$ cat src/rtl/wfi_pkg.sv
package wfi_pkg;
  typedef enum logic [1:0] {
    ST_RUN     = 2'd0,
    ST_DRAIN   = 2'd1,
    ST_SLEEP   = 2'd2,
    ST_SERVICE = 2'd3
  } wfi_state_e;

  localparam int unsigned SIDE_N = 3;  // bit 0 snoop, 1 maintenance, 2 debug
endpackage

$ cat src/rtl/wfi_drain_check.sv
module wfi_drain_check #(
  parameter int unsigned CNT_W = 4
) (
  input  logic [CNT_W-1:0] inflight_i,
  input  logic [CNT_W-1:0] load_i,
  input  logic             maint_i,
  input  logic             excl_i,
  input  logic             store_unissued_i,
  output logic             quiet_o
);
  logic cnt_zero;
  logic flag_zero;

  assign cnt_zero  = (inflight_i == '0) && (load_i == '0);
  // issued stores do not hold off gating
  assign flag_zero = !(maint_i || excl_i || store_unissued_i);
  assign quiet_o   = cnt_zero && flag_zero;
endmodule

$ cat src/rtl/wfi_side_arb.sv
module wfi_side_arb
  import wfi_pkg::*;
#(
  parameter int unsigned N = SIDE_N
) (
  input  logic         clk_i,
  input  logic         rst_ni,
  input  logic [N-1:0] req_i,
  input  logic         capture_i,
  input  logic         serve_ok_i,
  input  logic         done_i,
  output logic [N-1:0] grant_o,
  output logic [N-1:0] ack_o,
  output logic         any_pend_o
);
  logic [N-1:0] pend_q;
  logic [N-1:0] pend_d;
  logic [N-1:0] blocked;

  for (genvar i = 0; i < N; i++) begin : g_slot
    if (i == 0) begin : g_first
      assign blocked[i] = 1'b0;
    end else begin : g_rest
      assign blocked[i] = blocked[i-1] | pend_q[i-1];
    end
    assign grant_o[i] = serve_ok_i & pend_q[i] & ~blocked[i];
    assign ack_o[i]   = grant_o[i] & done_i;
    assign pend_d[i]  = (pend_q[i] & ~ack_o[i]) | (capture_i & req_i[i]);
  end

  always_ff @(posedge clk_i or negedge rst_ni) begin
    if (!rst_ni) pend_q <= '0;
    else         pend_q <= pend_d;
  end

  assign any_pend_o = |pend_q;
endmodule

$ cat src/rtl/wfi_seq_fsm.sv
module wfi_seq_fsm
  import wfi_pkg::*;
(
  input  logic       clk_i,
  input  logic       rst_ni,
  input  logic       wfi_req_i,
  input  logic       wake_i,
  input  logic       quiet_i,
  input  logic       any_pend_i,
  output wfi_state_e state_o,
  output logic       clk_en_o,
  output logic       warm_o,
  output logic       capture_o
);
  wfi_state_e state_q, state_d;
  logic       clk_en_q;
  logic       warm_q;

  always_comb begin
    state_d = state_q;
    unique case (state_q)
      ST_RUN:     if (wfi_req_i) state_d = ST_DRAIN;
      ST_DRAIN:   if (wake_i) state_d = ST_RUN;
                  else if (quiet_i) state_d = ST_SLEEP;
      ST_SLEEP:   if (wake_i) state_d = ST_RUN;
                  else if (any_pend_i) state_d = ST_SERVICE;
      ST_SERVICE: if (wake_i) state_d = ST_RUN;
                  else if (!any_pend_i) state_d = ST_SLEEP;
      default:    state_d = ST_RUN;
    endcase
  end

  always_ff @(posedge clk_i or negedge rst_ni) begin
    if (!rst_ni) begin
      state_q  <= ST_RUN;
      clk_en_q <= 1'b1;
      warm_q   <= 1'b0;
    end else begin
      state_q  <= state_d;
      clk_en_q <= (state_d != ST_SLEEP);
      warm_q   <= clk_en_q;  // one full enabled cycle before any grant
    end
  end

  assign state_o   = state_q;
  assign clk_en_o  = clk_en_q;
  assign warm_o    = warm_q;
  assign capture_o = (state_d == ST_SLEEP) || (state_d == ST_SERVICE);
endmodule

$ cat src/rtl/wfi_clkgate_ctrl.sv
module wfi_clkgate_ctrl
  import wfi_pkg::*;
#(
  parameter int unsigned CNT_W = 4
) (
  input  logic              clk_i,
  input  logic              rst_ni,
  input  logic              wfi_req_i,
  input  logic [CNT_W-1:0]  inflight_cnt_i,
  input  logic [CNT_W-1:0]  load_cnt_i,
  input  logic              maint_pend_i,
  input  logic              excl_pend_i,
  input  logic              store_unissued_i,
  input  logic [SIDE_N-1:0] side_req_i,
  input  logic              side_done_i,
  input  logic              wake_i,
  output logic              core_clk_en_o,
  output logic              lowpwr_o,
  output logic [SIDE_N-1:0] side_grant_o,
  output logic [SIDE_N-1:0] side_ack_o
);
  logic       quiet;
  logic       any_pend;
  logic       capture;
  logic       warm;
  logic       clk_en;
  wfi_state_e state;

  wfi_drain_check #(.CNT_W(CNT_W)) u_drain (
    .inflight_i       (inflight_cnt_i),
    .load_i           (load_cnt_i),
    .maint_i          (maint_pend_i),
    .excl_i           (excl_pend_i),
    .store_unissued_i (store_unissued_i),
    .quiet_o          (quiet)
  );

  wfi_seq_fsm u_fsm (
    .clk_i      (clk_i),
    .rst_ni     (rst_ni),
    .wfi_req_i  (wfi_req_i),
    .wake_i     (wake_i),
    .quiet_i    (quiet),
    .any_pend_i (any_pend),
    .state_o    (state),
    .clk_en_o   (clk_en),
    .warm_o     (warm),
    .capture_o  (capture)
  );

  wfi_side_arb #(.N(SIDE_N)) u_arb (
    .clk_i      (clk_i),
    .rst_ni     (rst_ni),
    .req_i      (side_req_i),
    .capture_i  (capture),
    .serve_ok_i (clk_en & warm),
    .done_i     (side_done_i),
    .grant_o    (side_grant_o),
    .ack_o      (side_ack_o),
    .any_pend_o (any_pend)
  );

  assign core_clk_en_o = clk_en;
  assign lowpwr_o      = (state == ST_SLEEP) || (state == ST_SERVICE);
endmodule

$ cat config.mk
export PLATFORM = sky130hd
export DESIGN_NAME = wfi_clkgate_ctrl
export DESIGN_NICKNAME = d
export VERILOG_FILES = /design/src/rtl/wfi_pkg.sv /design/src/rtl/wfi_drain_check.sv /design/src/rtl/wfi_side_arb.sv /design/src/rtl/wfi_seq_fsm.sv /design/src/rtl/wfi_clkgate_ctrl.sv
export SDC_FILE = /design/constraint.sdc
export NUM_CORES = 1
export LEC_CHECK = 0
export BUFFER_PORTS_ARGS = -buffer_cell sky130_fd_sc_hd__buf_2
export CORE_AREA = 2 2 39 41
export CTS_CLUSTER_DIAMETER = 50
export DETAILED_ROUTE_END_ITERATION = 16
export DIE_AREA = 0 0 41 43
export PLACE_DENSITY = 0.73
export REMOVE_ABC_BUFFERS = 1
export SETUP_SLACK_MARGIN = 0.15
export SYNTH_ARGS = -nofsm -noshare
export SYNTH_HDL_FRONTEND = slang
export SYNTH_SLANG_ARGS = --single-unit
$ cat constraint.sdc
create_clock -name clk_i -period 1.45 [get_ports clk_i]
set_clock_uncertainty 0.15 [all_clocks]
set_input_delay 0.145 -clock clk_i [delete_from_list [all_inputs] [get_ports clk_i]]
set_output_delay 0.145 -clock clk_i [all_outputs]
set_load 0.005 [all_outputs]
==> qor.csv <==
stage,metric,value,unit
power_and_ir_drop,leakagePower,0.363,nW
logic_synthesis,synth-async-reset-ratio,1.00,
critical_path,r2r_slack,-0.01,ns
final_layout,nets,109,
grt,antenna_found_initial,0,
final_layout,post-route-util,0.511,
final_layout,multi_input_area,246,sq um
logic_synthesis,ys_types,20,
status,status,"complete, but fails checks",
critical_path,crit_path_end_kind,primary output,
timing,worstMarginPinSlew,0.295,ns
timing,period_minus_slack,1.57,ns
critical_path,critical_path_class,flip-flop to primary output,
logic_synthesis,synth_flop_cell,dfrtp_1,
grt,gr-usage-all-layers,0.156,
final_layout,stdcell_count,105,
worst_hold_path,hold_class,primary input to flip-flop,
logic_synthesis,ys_seq_area_frac,0.439,
route,wl,1.18,mm
floorplanning,die-area,1760,sq um
clock_tree,cts_buffer_depth,2,
route,drt_iter0_drc,13,
job,maxCapViolations,0,
route,wire_per_inst,11.3,microns
final_layout,antenna_cells,0,
grt,grt_max_degree,8,
timing,post-route-period-util,1.08,
power_and_ir_drop,power.switching,0.103,mW
clock_tree,clock_latency,0.25,ns
final_layout,syn_to_final_growth,76.0,%
critical_path,path_max_fanout,3,
route,vias,509,
logic_synthesis,syn-cell-area,402,sq um
grt,grt_pass1_vias,468,
place,place.gp.congestion,0.759,
floorplanning,rows,14,
clock_tree,htree_levels,1,
critical_path,max_stage_delay,0.56,ns
place,port_buffers,26,
power_and_ir_drop,p_per_area,628,nW/um^2
status,violations,negative setup slack,
power_and_ir_drop,clock_power_share,0.396,
critical_path,slowest_stage,dfstp_2,
grt,grt_pass1_wl,1.81,mm
logic_synthesis,syn_avg_cell_area,8.20,sq um
power_and_ir_drop,p_int,0.341,mW
timing,rsz0062_at_grt,yes,
place,dp.cells,95,
final_layout,regArea,176,sq um
final_layout,fillers,140,
route,first_pass_iters,4,
grt,grt_overflow,0,
floorplanning,die_h,43,microns
clock_tree,cts_tree,done,
final_layout,fin_area,707,sq um
route,drc,0,
clock_tree,cts.sink_count,7,
clock_tree,cts_made_buffers,3,
floorplanning,initial_core_util,0.290,
logic_synthesis,ys_seq_elements,7,
floorplanning,die_w,41,microns
power_and_ir_drop,seqPwrFrac,0.460,
timing,maxClockFrequency,0.636,GHz
place,dp_hpwl,918,microns
final_layout,drive_above_1_share,0.506,
logic_synthesis,synthCells,49,
route,ant_nets,0,
timing,setup_viol,7,
clock_tree,path_clk_slew,0.05,ns
timing,hold_ws,0.0190,ns
timing,hold_viol_final,0,
place,dpl-instance-area,586,sq um
critical_path,cp-start-kind,flip-flop,
timing,max_slew_margin,0.802,
route,vias_per_cell,4.85,
clock_tree,cts-root-buf,clkbuf_4,
timing,fin_ws,-0.121,ns
logic_synthesis,synth_edf_count,0,
place,pre_cts_ws,-0.0304,ns
critical_path,crit_path_cell_trace,nand3_1 > buf_4 > nor2_1 > buf_2,
timing,slew_violations,0,
critical_path,worstPathArrival,1.28,ns
critical_path,required,1.15,ns
floorplanning,core-area,1380,sq um
power_and_ir_drop,peakVddDrop,0.401,mV
logic_synthesis,yosysWarnings,0,
power_and_ir_drop,combPwrFrac,0.144,
power_and_ir_drop,p_sw_frac,0.232,
floorplanning,num_io_pins,27,
-- stage by stage --
step / total power [mW] / TNS, ns
finish: 0.444 / -0.476
global route: 0.476 / -1.01
CTS: 0.450 / -0.531
detailed placement: 0.261 / -0.0304
global placement: 0.258 / 0
floorplan: 0.223 / -0.0229
-- area by class of cell --
type	instances	share of cell area
Multi-Input combinational cell	38	0.349
Timing Repair Buffer	37	0.320
Sequential cell	7	0.250
Clock buffer	4	0.0372
Tap cell	16	0.0283
Inverter	3	0.0159
-- cell families after synthesis --
| logic type | synth area share |
|---|---|
| AND/OR/NAND/NOR | 0.361 |
| flip-flops | 0.439 |
| buffers and inverters | 0.0374 |
| AO/OA/AOI/OAI | 0.162 |
-- worst paths after layout --
check | end | from | depth (start not counted)
setup / recovery | side_ack_o[2] | u_fsm.clk_en_o | 4
hold / removal | u_fsm.clk_en_o | wake_i | 3
setup reg to reg | u_fsm.state_o[0] | u_arb.pend_q[1] | 3
hold reg to reg | u_fsm.clk_en_o | u_fsm.state_o[0] | 1
max in group asynchronous | u_fsm.clk_en_o | rst_ni | 2
min in group asynchronous | u_fsm.warm_o | rst_ni | 2
-- power by group through the flow --
stage	clock [mW]	sequential [mW]	combinational [mW]
after floorplan	0	0.206	0.0167
after global placement	0	0.207	0.0512
after detailed placement	0	0.207	0.0533
after CTS	0.186	0.204	0.0600
after global routing	0.199	0.205	0.0720
final	0.176	0.204	0.0641
-- layout by cell type (no fill, tap or decap) --
| cell | count |
|---|---|
| o211ai_1 | 3 |
| dlygate4sd3_1 | 4 |
| dfrtp_1 | 6 |
| o31ai_1 | 1 |
| clkbuf_1 | 1 |
| a32oi_1 | 1 |
| buf_6 | 1 |
| and3_1 | 1 |
| inv_1 | 3 |
| nor4_1 | 2 |
| nand2_1 | 6 |
| o21ai_1 | 1 |
| a31oi_1 | 1 |
| dfstp_2 | 1 |
| o31ai_4 | 1 |
| nand2_4 | 1 |
| nor3_1 | 1 |
| nor2_1 | 6 |
| nor2_2 | 2 |
| nand3_1 | 5 |
| a21o_1 | 1 |
| buf_2 | 26 |
| nor2b_2 | 2 |
| buf_4 | 6 |
| and2_1 | 1 |
| clkbuf_4 | 3 |
| nor3b_2 | 1 |
| or4b_4 | 1 |
-- critical path: cells and delay by family (launching register included) --
family / cells / cell delay, ns
simple gates: 2 / 0.19
buf+inv: 2 / 0.28
flops: 1 / 0.56
-- what timing repair did --
action / 4_1_cts / 5_1_grt
pin swaps: 6 / 2
hold buffers: 3 / 1
endpoints found under the hold margin: 9 / 1
resized for setup: 4 / 6
cloned: 0 / 0
buffers inserted: 2 / 0
endpoints found under the setup margin: 9 / 12
-- Yosys cell counts, types with 2 or more instances --
master    number  share of area
nor2b_1        2          0.031
o211ai_1       3          0.056
nand2_1        7          0.065
inv_1          3          0.028
nor4_1         2          0.031
dfrtp_1        6           0.37
nor2_1         8          0.075
nand3_1        5          0.062
o31ai_1        2          0.037
-- sequential cells by signal, summed over array words and instances, names as in the netlist --
signal,cells
u_fsm.warm_o,1
u_fsm.clk_en_o,1
u_arb.pend_q,3
u_fsm.state_o,2
-- metal layers --
| metal | GRT usage | wire length [microns] | part of all wire |
|---|---|---|---|
| met3 | 0.0942 | 108 | 0.091 |
| met2 | 0.250 | 617 | 0.52 |
| met1 | 0.174 | 456 | 0.39 |
| met5 | 0 | 0 | 0 |
| met4 | 0.0200 | 0 | 0 |
Power figures use the tool's default switching activity.
